===== src/rtl/circ_pkg.sv =====
package circ_pkg;

  typedef enum logic [1:0] {
    OP_INC    = 2'd0,
    OP_DEC    = 2'd1,
    OP_ADDIDX = 2'd2,
    OP_SUBIDX = 2'd3
  } opCode_e;

  // strobes from control to datapath
  typedef struct packed {
    logic updPtr;    // write the modified value back to the selected pointer
    logic useIndex;  // step magnitude comes from the step register
    logic negStep;   // negate the step
    logic wrap;      // circular update requested
    logic emitAddr;  // present the pre-modify address next cycle
    logic loadPtr;
    logic loadSize;
    logic loadIndex;
  } strobes_t;

endpackage


===== src/rtl/circ_ctrl.sv =====
module circ_ctrl
  import circ_pkg::*;
#(
  parameter int SEL_W = 3
) (
  input  logic             opValid,
  input  logic [SEL_W-1:0] opSel,
  input  logic [1:0]       opCode,
  input  logic             circEn,
  input  logic             ptrWe,
  input  logic [SEL_W-1:0] ptrWsel,
  input  logic             sizeWe,
  input  logic             indexWe,
  output strobes_t         stb
);

  opCode_e code;
  logic    collide;

  always_comb begin
    code    = opCode_e'(opCode);
    collide = ptrWe && (ptrWsel == opSel);

    stb           = '0;
    stb.emitAddr  = opValid;
    stb.updPtr    = opValid && !collide;
    stb.wrap      = circEn;
    stb.loadPtr   = ptrWe;
    stb.loadSize  = sizeWe;
    stb.loadIndex = indexWe;

    unique case (code)
      OP_INC:    begin stb.useIndex = 1'b0; stb.negStep = 1'b0; end
      OP_DEC:    begin stb.useIndex = 1'b0; stb.negStep = 1'b1; end
      OP_ADDIDX: begin stb.useIndex = 1'b1; stb.negStep = 1'b0; end
      OP_SUBIDX: begin stb.useIndex = 1'b1; stb.negStep = 1'b1; end
      default:   begin stb.useIndex = 1'b0; stb.negStep = 1'b0; end
    endcase
  end

endmodule


===== src/rtl/circ_wrap.sv =====
module circ_wrap #(
  parameter int ADDR_W = 16
) (
  input  logic [ADDR_W-1:0] ptrIn,
  input  logic [ADDR_W-1:0] step,     // two's complement
  input  logic [ADDR_W-1:0] bufLen,
  input  logic              wrapEn,
  output logic [ADDR_W-1:0] ptrNext
);

  localparam int EXT_W = ADDR_W + 2;

  logic [ADDR_W-1:0]       lowMask;
  logic [ADDR_W-1:0]       base;
  logic [ADDR_W-1:0]       offset;
  logic signed [EXT_W-1:0] sum;
  logic signed [EXT_W-1:0] lenExt;
  logic signed [EXT_W-1:0] adj;
  logic                    circActive;

  // every bit at or below the top set bit of the length
  always_comb begin
    lowMask[ADDR_W-1] = bufLen[ADDR_W-1];
    for (int i = ADDR_W - 2; i >= 0; i--) begin
      lowMask[i] = lowMask[i+1] | bufLen[i];
    end
  end

  always_comb begin
    circActive = wrapEn && (bufLen != '0);
    base       = ptrIn & ~lowMask;
    offset     = ptrIn & lowMask;
    lenExt     = $signed({2'b00, bufLen});
    sum        = $signed({2'b00, offset}) + $signed({{2{step[ADDR_W-1]}}, step});
    if (sum < 0)
      adj = sum + lenExt;
    else if (sum >= lenExt)
      adj = sum - lenExt;
    else
      adj = sum;

    if (circActive)
      ptrNext = base + adj[ADDR_W-1:0];
    else
      ptrNext = ptrIn + step;
  end

endmodule


===== src/rtl/circ_dp.sv =====
module circ_dp
  import circ_pkg::*;
#(
  parameter int ADDR_W  = 16,
  parameter int NUM_PTR = 8,
  localparam int SEL_W  = $clog2(NUM_PTR)
) (
  input  logic              clk,
  input  logic              rst_n,
  input  strobes_t          stb,
  input  logic [SEL_W-1:0]  opSel,
  input  logic [SEL_W-1:0]  ptrWsel,
  input  logic [ADDR_W-1:0] ptrWdata,
  input  logic [ADDR_W-1:0] sizeWdata,
  input  logic [ADDR_W-1:0] indexWdata,
  output logic              addrValid,
  output logic [ADDR_W-1:0] addrOut
);

  logic [ADDR_W-1:0] ptrBank [NUM_PTR];
  logic [ADDR_W-1:0] lenReg;
  logic [ADDR_W-1:0] stepReg;
  logic [ADDR_W-1:0] curPtr;
  logic [ADDR_W-1:0] stepMag;
  logic [ADDR_W-1:0] stepVal;
  logic [ADDR_W-1:0] nextPtr;

  always_comb begin
    curPtr  = ptrBank[opSel];
    stepMag = stb.useIndex ? stepReg : ADDR_W'(1);
    stepVal = stb.negStep ? (~stepMag + ADDR_W'(1)) : stepMag;
  end

  circ_wrap #(.ADDR_W(ADDR_W)) u_wrap (
    .ptrIn  (curPtr),
    .step   (stepVal),
    .bufLen (lenReg),
    .wrapEn (stb.wrap),
    .ptrNext(nextPtr)
  );

  always_ff @(posedge clk or negedge rst_n) begin
    if (!rst_n) begin
      lenReg  <= '0;
      stepReg <= '0;
    end else begin
      if (stb.loadSize)  lenReg  <= sizeWdata;
      if (stb.loadIndex) stepReg <= indexWdata;
    end
  end

  for (genvar g = 0; g < NUM_PTR; g++) begin : g_ptr
    always_ff @(posedge clk or negedge rst_n) begin
      if (!rst_n)
        ptrBank[g] <= '0;
      else if (stb.loadPtr && (ptrWsel == SEL_W'(g)))
        ptrBank[g] <= ptrWdata;
      else if (stb.updPtr && (opSel == SEL_W'(g)))
        ptrBank[g] <= nextPtr;
    end
  end

  always_ff @(posedge clk or negedge rst_n) begin
    if (!rst_n) begin
      addrValid <= 1'b0;
      addrOut   <= '0;
    end else begin
      addrValid <= stb.emitAddr;
      if (stb.emitAddr) addrOut <= curPtr;
    end
  end

endmodule


===== src/rtl/circ_ptr_unit.sv =====
module circ_ptr_unit
  import circ_pkg::*;
#(
  parameter int ADDR_W  = 16,
  parameter int NUM_PTR = 8,
  localparam int SEL_W  = $clog2(NUM_PTR)
) (
  input  logic              clk,
  input  logic              rst_n,
  input  logic              opValid,
  input  logic [SEL_W-1:0]  opSel,
  input  logic [1:0]        opCode,
  input  logic              circEn,
  input  logic              sizeWe,
  input  logic [ADDR_W-1:0] sizeWdata,
  input  logic              indexWe,
  input  logic [ADDR_W-1:0] indexWdata,
  input  logic              ptrWe,
  input  logic [SEL_W-1:0]  ptrWsel,
  input  logic [ADDR_W-1:0] ptrWdata,
  output logic              addrValid,
  output logic [ADDR_W-1:0] addrOut
);

  strobes_t stb;

  circ_ctrl #(.SEL_W(SEL_W)) u_ctrl (
    .opValid(opValid),
    .opSel  (opSel),
    .opCode (opCode),
    .circEn (circEn),
    .ptrWe  (ptrWe),
    .ptrWsel(ptrWsel),
    .sizeWe (sizeWe),
    .indexWe(indexWe),
    .stb    (stb)
  );

  circ_dp #(.ADDR_W(ADDR_W), .NUM_PTR(NUM_PTR)) u_dp (
    .clk       (clk),
    .rst_n     (rst_n),
    .stb       (stb),
    .opSel     (opSel),
    .ptrWsel   (ptrWsel),
    .ptrWdata  (ptrWdata),
    .sizeWdata (sizeWdata),
    .indexWdata(indexWdata),
    .addrValid (addrValid),
    .addrOut   (addrOut)
  );

endmodule


===== config.mk =====
export PLATFORM = sky130hd
export DESIGN_NAME = circ_ptr_unit
export DESIGN_NICKNAME = d
export VERILOG_FILES = /design/src/rtl/circ_pkg.sv /design/src/rtl/circ_ctrl.sv /design/src/rtl/circ_wrap.sv /design/src/rtl/circ_dp.sv /design/src/rtl/circ_ptr_unit.sv
export SDC_FILE = /design/constraint.sdc
export NUM_CORES = 1
export LEC_CHECK = 0
export BUFFER_PORTS_ARGS = -buffer_cell sky130_fd_sc_hd__buf_2
export CELL_PAD_IN_SITES_DETAIL_PLACEMENT = 0
export CELL_PAD_IN_SITES_GLOBAL_PLACEMENT = 1
export CORE_ASPECT_RATIO = 1.4
export CORE_MARGIN = 1
export CORE_UTILIZATION = 30
export DETAILED_ROUTE_END_ITERATION = 6
export PLACE_DENSITY_LB_ADDON = 0.08
export SLEW_MARGIN = 15
export SYNTH_ARGS = -nofsm -noshare
export SYNTH_HDL_FRONTEND = slang
export SYNTH_SLANG_ARGS = --single-unit

===== constraint.sdc =====
create_clock -name clk -period 19.3 [get_ports clk]
set_input_delay 4.825 -clock clk [delete_from_list [all_inputs] [get_ports clk]]
set_output_delay 4.825 -clock clk [all_outputs]
set_load 0.005 [all_outputs]

# [Word-level counts from Yosys, hierarchy flattened]
# Cells that the tools add are included.
[classes] mux=25 magnitude_cmp=3 reduce_logical=32 n_eq_ne=18 n_bitwise=20 n_addsub=6
[op_table] cell="$mux W16" n=23
[op_table] cell="$add A16 B16 Y16" n=3
[op_table] cell="$bmux W16 S3" n=1
[op_table] cell="$and A16 B16 Y16" n=2
[op_table] cell="$not A16 Y16" n=2
[op_table] cell="$eq A3 B3 Y1 const B" n=8
[op_table] cell="$logic_and A1 B1 Y1" n=19
[op_table] cell="$add A17 B16 Y18" n=1
[op_table] cell="$ge A18 B17 Y1" n=1
[op_table] cell="$lt A18 B1 Y1 const B" n=1
[op_table] cell="$add A16 B1 Y16 const B" n=1
[op_table] cell="$reduce_bool A16 Y1" n=1
[op_table] cell="$reduce_bool A2 Y1" n=8
[op_table] cell="$sub A16 B16 Y16" n=1
[op_table] cell="$or A1 B1 Y1" n=15
[op_table] cell="$eq A3 B2 Y1 const B" n=4
[op_table] cell="$pmux W2 S4" n=1
[op_table] cell="$eq A3 B1 Y1 const B" n=2
[op_table] cell="$logic_not A3 Y1" n=2
[op_table] cell="$eq A2 B2 Y1 const B" n=2
[op_table] cell="$ge A4 B4 Y1 const B" n=1
[op_table] cell="$not A3 Y4" n=1
[op_table] cell="$eq A3 B3 Y1" n=1
[op_table] cell="$eq A2 B1 Y1 const B" n=1
[op_table] cell="2 further kinds" n=2
[totals] out_inout_bits=17 inputBits=63 elab_cells=116 ff_bits=177

# [Logic depth before layout (Yosys ltp)]
[logic_depth] depth_word=24 ltp_mapped=40 mapped_depth_nobuf=37

# [Hierarchy]
# Synthesis repeated with hierarchy kept, for this count alone.
[unflattened] hier_cells=1554 area_unflattened_um2=14187.4
[by_module_without_submodules] module="circ_dp" cells_each=921 seq_area_each_um2=4429.2 n_inst=1 area_each_um2=9699.3
[by_module_without_submodules] module="circ_wrap" cells_each=621 seq_area_each_um2=0.0 n_inst=1 area_each_um2=4404.2
[by_module_without_submodules] module="circ_ctrl" cells_each=12 seq_area_each_um2=0.0 n_inst=1 area_each_um2=83.8

# [Least setup slack after synthesis]
# Ideal clock, no wire load.
[synth_path] path_kind="input port to flip-flop" startpoint="in opSel[0]" endpoint="reg u_dp.ptrBank[111] (netlist name)" setup_slack_ns=5.895 t_arrival_ns=13.277 stages=35 path_cell_list="clkbuf_1 buf_1 mux4_2 mux2i_1 nor2_1 ha_1 a2111oi_0 o21ai_1 a41oi_1 o21bai_1 a21oi_1 o21bai_1 a21oi_1 xnor2_1 ha_1 a21oi_1 o21ai_0 a31oi_1 a21bo_2 or2_0 buf_2 and2_1 clkbuf_1 a221o_1 a22o_1 ha_1 a211o_1 or4_1 a21oi_1 nor4_1 o41ai_1 o211ai_1 or3_1 a31oi_4 o21ai_1"
[synth_via] elab_chain_len=13
[synth_rtl] element="start, declared" line_no="circ_ptr_unit.sv:11" rtl="input logic [SEL_W-1:0] opSel,"
[synth_rtl] element="$not A3 Y4 (implied by the code)" line_no="circ_dp.sv:29" rtl="curPtr = ptrBank[opSel];"
[synth_rtl] element="$bmux W16 S3" line_no="circ_dp.sv:29"
[synth_rtl] element="$mux W16 (implied by the code) (2 in a row)" line_no="circ_dp.sv:29"
[synth_rtl] element="$and A16 B16 Y16" line_no="circ_wrap.sv:32" rtl="offset = ptrIn & lowMask;"
[synth_rtl] element="$add A17 B16 Y18" line_no="circ_wrap.sv:34" rtl="sum = $signed({2'b00, offset}) + $signed({{2{step[ADDR_W-1]}}, step});"
[synth_rtl] element="$sub A16 B16 Y16 or $ge A18 B17 Y1 (tied branches)" line_no="circ_wrap.sv:38, circ_wrap.sv:37"
[synth_rtl] element="$mux W16" line_no="circ_wrap.sv:37" rtl="else if (sum >= lenExt)"
[synth_rtl] element="$mux W16" line_no="circ_wrap.sv:35" rtl="if (sum < 0)"
[synth_rtl] element="$add A16 B16 Y16" line_no="circ_wrap.sv:43" rtl="ptrNext = base + adj[ADDR_W-1:0];"
[synth_rtl] element="$mux W16" line_no="circ_wrap.sv:42" rtl="if (circActive)"
[synth_rtl] element="$mux W16" line_no="circ_dp.sv:58" rtl="else if (stb.updPtr && (opSel == SEL_W'(g)))"
[synth_rtl] element="$mux W16" line_no="circ_dp.sv:56" rtl="else if (stb.loadPtr && (ptrWsel == SEL_W'(g)))"
[synth_rtl] element="end signal, assigned by index" line_no="circ_dp.sv:57" rtl="ptrBank[g] <= ptrWdata;"
[synth_rtl] element="end signal, assigned by index" line_no="circ_dp.sv:59" rtl="ptrBank[g] <= nextPtr;"
[synth_rtl] element="end, declared" line_no="circ_dp.sv:20" rtl="logic [ADDR_W-1:0] ptrBank [NUM_PTR];"
# Several ways; a longest one is shown, not always the timed one. The select of a mux whose other input is x is not followed.
# A chain may end at the register's enable or synchronous reset.

# [Worst setup path after layout]
[layout_path] startpoint="in opCode[1]" endpoint="reg u_dp.ptrBank[95] (netlist name)"
[layout_via] elab_chain_len=14
[layout_rtl] element="start, declared" line_no="circ_ptr_unit.sv:12" rtl="input logic [1:0] opCode,"
[layout_rtl] element="$eq A2 B2 Y1 (tied with other cells)" line_no="circ_ctrl.sv:32" rtl="unique case (code)"
[layout_rtl] element="$pmux W2 S4 (*)" line_no="circ_ctrl.sv:32"
[layout_rtl] element="$mux W16" line_no="circ_dp.sv:30" rtl="stepMag = stb.useIndex ? stepReg : ADDR_W'(1);"
[layout_rtl] element="$not A16 Y16" line_no="circ_dp.sv:31" rtl="stepVal = stb.negStep ? (~stepMag + ADDR_W'(1)) : stepMag;"
[layout_rtl] element="$add A16 B1 Y16" line_no="circ_dp.sv:31"
[layout_rtl] element="$mux W16 (*)" line_no="circ_dp.sv:31"
[layout_rtl] element="$add A17 B16 Y18" line_no="circ_wrap.sv:34"
[layout_rtl] element="$sub A16 B16 Y16 or $ge A18 B17 Y1 (tied branches)" line_no="circ_wrap.sv:38, circ_wrap.sv:37"
[layout_rtl] element="$mux W16" line_no="circ_wrap.sv:37"
[layout_rtl] element="$mux W16" line_no="circ_wrap.sv:35"
[layout_rtl] element="$add A16 B16 Y16" line_no="circ_wrap.sv:43"
[layout_rtl] element="$mux W16 (*)" line_no="circ_wrap.sv:42"
[layout_rtl] element="$mux W16 (*)" line_no="circ_dp.sv:58"
[layout_rtl] element="$mux W16 (*)" line_no="circ_dp.sv:56"
# Mark *: on every way between the ends. The rest lies on a longest branch, timed or not. The select of a mux whose other input is x is not followed.

==> flow_summary.rst <==
.. list-table::
   :header-rows: 1

   * - Metric
     - Value
   * - Combinational family with the most area after synthesis
     - compound AO/OA/AOI/OAI gates
   * - Most instantiated cells after synthesis
     - 177 x sky130_fd_sc_hd__dfrtp_1, 169 x sky130_fd_sc_hd__o21ai_0, 124 x sky130_fd_sc_hd__a22oi_1, 96 x sky130_fd_sc_hd__nor2_1, 82 x sky130_fd_sc_hd__ha_1
   * - Element type at the critical path end
     - register
   * - Outcome
     - finished clean
   * - Total cell area at the placement stage
     - 13530 um^2
   * - RSZ-0062 raised after global routing
     - no
   * - Static leakage
     - 6.203 nW
   * - Worst-case clock buffer depth
     - 2
   * - Max Cap Violations
     - 0
   * - Wire length on met1
     - 18.65 mm
   * - Logic depth of the worst register-to-register path
     - 37
   * - Hold buffer count at cts
     - 0
   * - Largest net degree at the start of global routing
     - 71
   * - Int Pwr
     - 1.446 mW
   * - Synth cell types
     - 65
   * - Cells taking the most area after synthesis
     - sky130_fd_sc_hd__dfrtp_1 35%, sky130_fd_sc_hd__ha_1 8.2%, sky130_fd_sc_hd__a22oi_1 7.4%
   * - Synthesized Nets
     - 1509
   * - Clock-pin slew on the worst setup and hold paths
     - 0.08 ns
   * - Crit path DAT
     - 14.81 ns
   * - Floorplan core area
     - 41180 um^2
   * - RD Place Congestion
     - 0.8860
   * - Post-Synthesis Cells
     - 1359
   * - CTS H-tree depth
     - 4
   * - Total of cells resized after clock tree synthesis
     - 0
   * - Peak VDD IR
     - 76.54 uV
   * - Actual slew at the worst max-slew pin
     - 1.119 ns
   * - Die Footprint
     - 42560 um^2
   * - Layout area overhead
     - 12.71%
   * - Cell with the largest stage delay on the worst path
     - sky130_fd_sc_hd__nor2_1
   * - Global-route usage over all layers
     - 22.30%
   * - Register-to-register path setup slack
     - 8.81 ns
   * - Synthesis-stage register bit count
     - 177
   * - Standard-cell rows
     - 88
   * - Fin area
     - 14110 um^2
   * - Async S/R FF share, synth
     - 100.0%
   * - Net count of the finished layout
     - 1553
   * - Cell area after technology mapping
     - 12520 um^2
   * - Number of setup buffers added after CTS
     - 0
   * - Insertion delay of the later-clocked pin in the worst-skew pair
     - 0.47 ns
   * - Clock root buffer master
     - sky130_fd_sc_hd__clkbuf_16
   * - Worst Setup Path Type
     - in2reg
   * - Part of the Yosys area used for sequential elements
     - 35.38%
   * - Io pins
     - 80
   * - Leading cell type by number of instances after synthesis
     - sky130_fd_sc_hd__dfrtp_1
   * - TritonCTS clock tree
     - done
   * - Final critical-path setup slack
     - 4.822 ns
   * - Total Wirelength
     - 46.56 mm
   * - Synthesized-area fraction occupied by xor and xnor cells
     - 3.708%
   * - Worst hold path cell count
     - 2
   * - Number of vias per cell
     - 5.666
   * - Iter 0 DRT Violations
     - 744
   * - Sum of negative setup slack
     - 0 ns
   * - Overall overflow remaining after global route
     - 0
   * - Width of the die
     - 174.7 um
   * - Antenna violations before repair
     - 2
   * - Number of enable-type register cells in the synthesized netlist
     - 0
   * - Pre-CTS worst setup slack
     - 4.320 ns
   * - Delay of the slowest cell on the worst path
     - 0.72 ns
   * - Final count of pins violating max slew
     - 0
   * - Largest fanout on the critical path
     - 28
   * - Multiplexer share of the synthesized area
     - 8.805%
   * - Hold Crit Class
     - reg2reg
   * - Yosys synthesis warning count
     - 0
   * - Net switching share of the total power
     - 49.84%
   * - Number of input and output port buffers inserted
     - 79
   * - Post-route antenna net violation count
     - 0
   * - Highest metal layer used by the detailed router
     - met5
   * - Element type at the critical path start
     - input pin
   * - Most frequent CP cell
     - sky130_fd_sc_hd__a21oi_1
   * - Sw power
     - 1.437 mW
   * - Die Y
     - 243.7 um
   * - Length of routed met2 wiring
     - 25.11 mm
   * - Global-route wire length before repair
     - 70.88 mm
   * - Portion of total power attributed to the clock network
     - 12.4%
   * - Clock skew after layout
     - 0.01660 ns
   * - Drt drc
     - 0
   * - Share of synthesized cell area in and, or, nand and nor gates
     - 10.36%
   * - Max Clock Freq
     - 0.06907 GHz
   * - Synth top area share
     - 35.38%
   * - Count of antenna diodes in the layout
     - 0
   * - Final Hold Fails
     - 0
   * - Mean Syn Cell Area
     - 9.212 um^2
   * - Overall via count from detail_route
     - 11080
   * - Period utilisation layout
     - 75.02%
   * - Fraction of power consumed by combinational cells
     - 66.5%
   * - Number of buffers added by the clock tree synthesis step
     - 17
   * - Required arrival time at the worst endpoint
     - 19.63 ns
   * - Share of power burned in registers
     - 21.2%
   * - Power density over cell area
     - 204.3 nW/um^2
   * - Share of final-layout standard cells stronger than drive strength 1
     - 14.55%
   * - Adder-cell area share of the yosys netlist
     - 8.995%
   * - Top flip-flop cell by instance count after synthesis
     - sky130_fd_sc_hd__dfrtp_1
   * - Area fraction in compound gates after synthesis
     - 28.18%
   * - Shortest period the worst path allows
     - 14.48 ns
   * - WL met3
     - 1.442 mm
   * - Headroom to the max-slew limit
     - 25.25%
   * - Routed WL per cell
     - 23.80 um
   * - Number of optimization iterations in the first detailed-route pass
     - 5
   * - Starting density of the core
     - 30.40%
   * - Most area-hungry cell type in the Yosys netlist
     - sky130_fd_sc_hd__dfrtp_1
   * - Vias in the first global route
     - 11550
   * - Post-detailed-placement half-perimeter wirelength
     - 33.35 mm
   * - Final-report setup violation count
     - 0
   * - Total clock sinks
     - 177
-- power groups by stage --
stage / clock (mW) / combinational [mW] / sequential, mW
after floorplan: 0 / 1.39 / 0.584
after detailed placement: 0 / 1.91 / 0.613
final: 0.356 / 1.92 / 0.610
after global routing: 0.378 / 2.14 / 0.625
after global placement: 0 / 1.92 / 0.613
after CTS: 0.368 / 1.92 / 0.608
-- layout by cell type (no fill, tap or decap), types with 11 or more instances in the layout --
| cell type | instances |
|---|---|
| sky130_fd_sc_hd__mux4_2 | 32 |
| sky130_fd_sc_hd__o21bai_1 | 16 |
| sky130_fd_sc_hd__o21a_1 | 11 |
| sky130_fd_sc_hd__ha_1 | 82 |
| sky130_fd_sc_hd__o21ai_0 | 169 |
| sky130_fd_sc_hd__nor3_1 | 24 |
| sky130_fd_sc_hd__mux2i_1 | 19 |
| sky130_fd_sc_hd__buf_4 | 33 |
| sky130_fd_sc_hd__nand3_1 | 15 |
| sky130_fd_sc_hd__nand2b_1 | 17 |
| sky130_fd_sc_hd__buf_2 | 78 |
| sky130_fd_sc_hd__nand2_1 | 79 |
| sky130_fd_sc_hd__xnor2_1 | 31 |
| sky130_fd_sc_hd__nor2_1 | 96 |
| sky130_fd_sc_hd__a22oi_1 | 124 |
| sky130_fd_sc_hd__inv_1 | 63 |
| sky130_fd_sc_hd__a211oi_1 | 11 |
| sky130_fd_sc_hd__a21o_1 | 17 |
| sky130_fd_sc_hd__a21oi_1 | 80 |
| sky130_fd_sc_hd__mux2_2 | 17 |
| sky130_fd_sc_hd__a221oi_1 | 13 |
| sky130_fd_sc_hd__o21ai_1 | 16 |
| sky130_fd_sc_hd__clkbuf_16 | 17 |
| sky130_fd_sc_hd__dfrtp_1 | 177 |
| sky130_fd_sc_hd__xor2_1 | 21 |
-- path summary, 6_finish.rpt --
kind	start	to
max	opCode[1]	u_dp.ptrBank[95]$_DFFE_PN0P_
min	u_dp.ptrBank[29]$_DFFE_PN0P_	u_dp.ptrBank[29]$_DFFE_PN0P_
max reg2reg	u_dp.lenReg[15]$_DFFE_PN0P_	u_dp.ptrBank[95]$_DFFE_PN0P_
min reg2reg	u_dp.ptrBank[29]$_DFFE_PN0P_	u_dp.ptrBank[29]$_DFFE_PN0P_
max in group asynchronous	rst_n	u_dp.ptrBank[32]$_DFFE_PN0P_
min in group asynchronous	rst_n	u_dp.lenReg[13]$_DFFE_PN0P_
-- layout make-up --
cell class / instances / area (um^2)
repair buffers: 112 / 649.4
fillers: 4421 / 27070
multi-input cells: 1032 / 7542
inverters: 63 / 236.5
flip-flops and latches: 177 / 4429
well taps: 540 / 675.6
clock inverters: 14 / 138.9
clock buffers: 18 / 439.2
-- kinds of logic (layout without fill, tap and decap cells) --
| group | count (synthesis) | count (layout) |
|---|---|---|
| AOI/OAI and AO/OA | 542 | 542 |
| and+or+nand+nor | 282 | 282 |
| muxes | 68 | 68 |
| DFF | 177 | 177 |
| xor gates and xnor gates | 53 | 53 |
| buffers and inverters | 150 | 207 |
| adders and majority gates | 87 | 87 |
-- worst max-delay path: cells and delay by family --
kind / cells / cell delay (ns)
fa+ha+maj: 4 / 1.27
buf+inv: 2 / 0.54
simple gates: 7 / 2.59
xor+xnor: 1 / 0.20
compound gates: 21 / 5.35
-- through the flow --
step	cells	hold WS, ns	util, %	power, mW
final	1956	0.5043	34.27	2.883
after global placement	1924	0.4815	32.86	2.536
after CTS	1956	0.5109	34.27	2.899
after floorplan	1359	0.4675	-	1.970
after global routing	1956	0.5275	34.27	3.143
after detailed placement	1924	0.4905	32.86	2.524
-- registers in the layout, summed over array words and instances, names as in the netlist --
signal / flops
u_dp.ptrBank: 128
u_dp.addrOut: 16
u_dp.lenReg: 16
u_dp.stepReg: 16
u_dp.addrValid: 1
-- metal layers --
layer	track usage, %	up-vias
li1	-	5205
met1	25.56	5561
met2	41.74	254
met3	2.325	59
met4	8.875	4
met5	0	-
No activity file was read; power rests on OpenSTA's default activity.
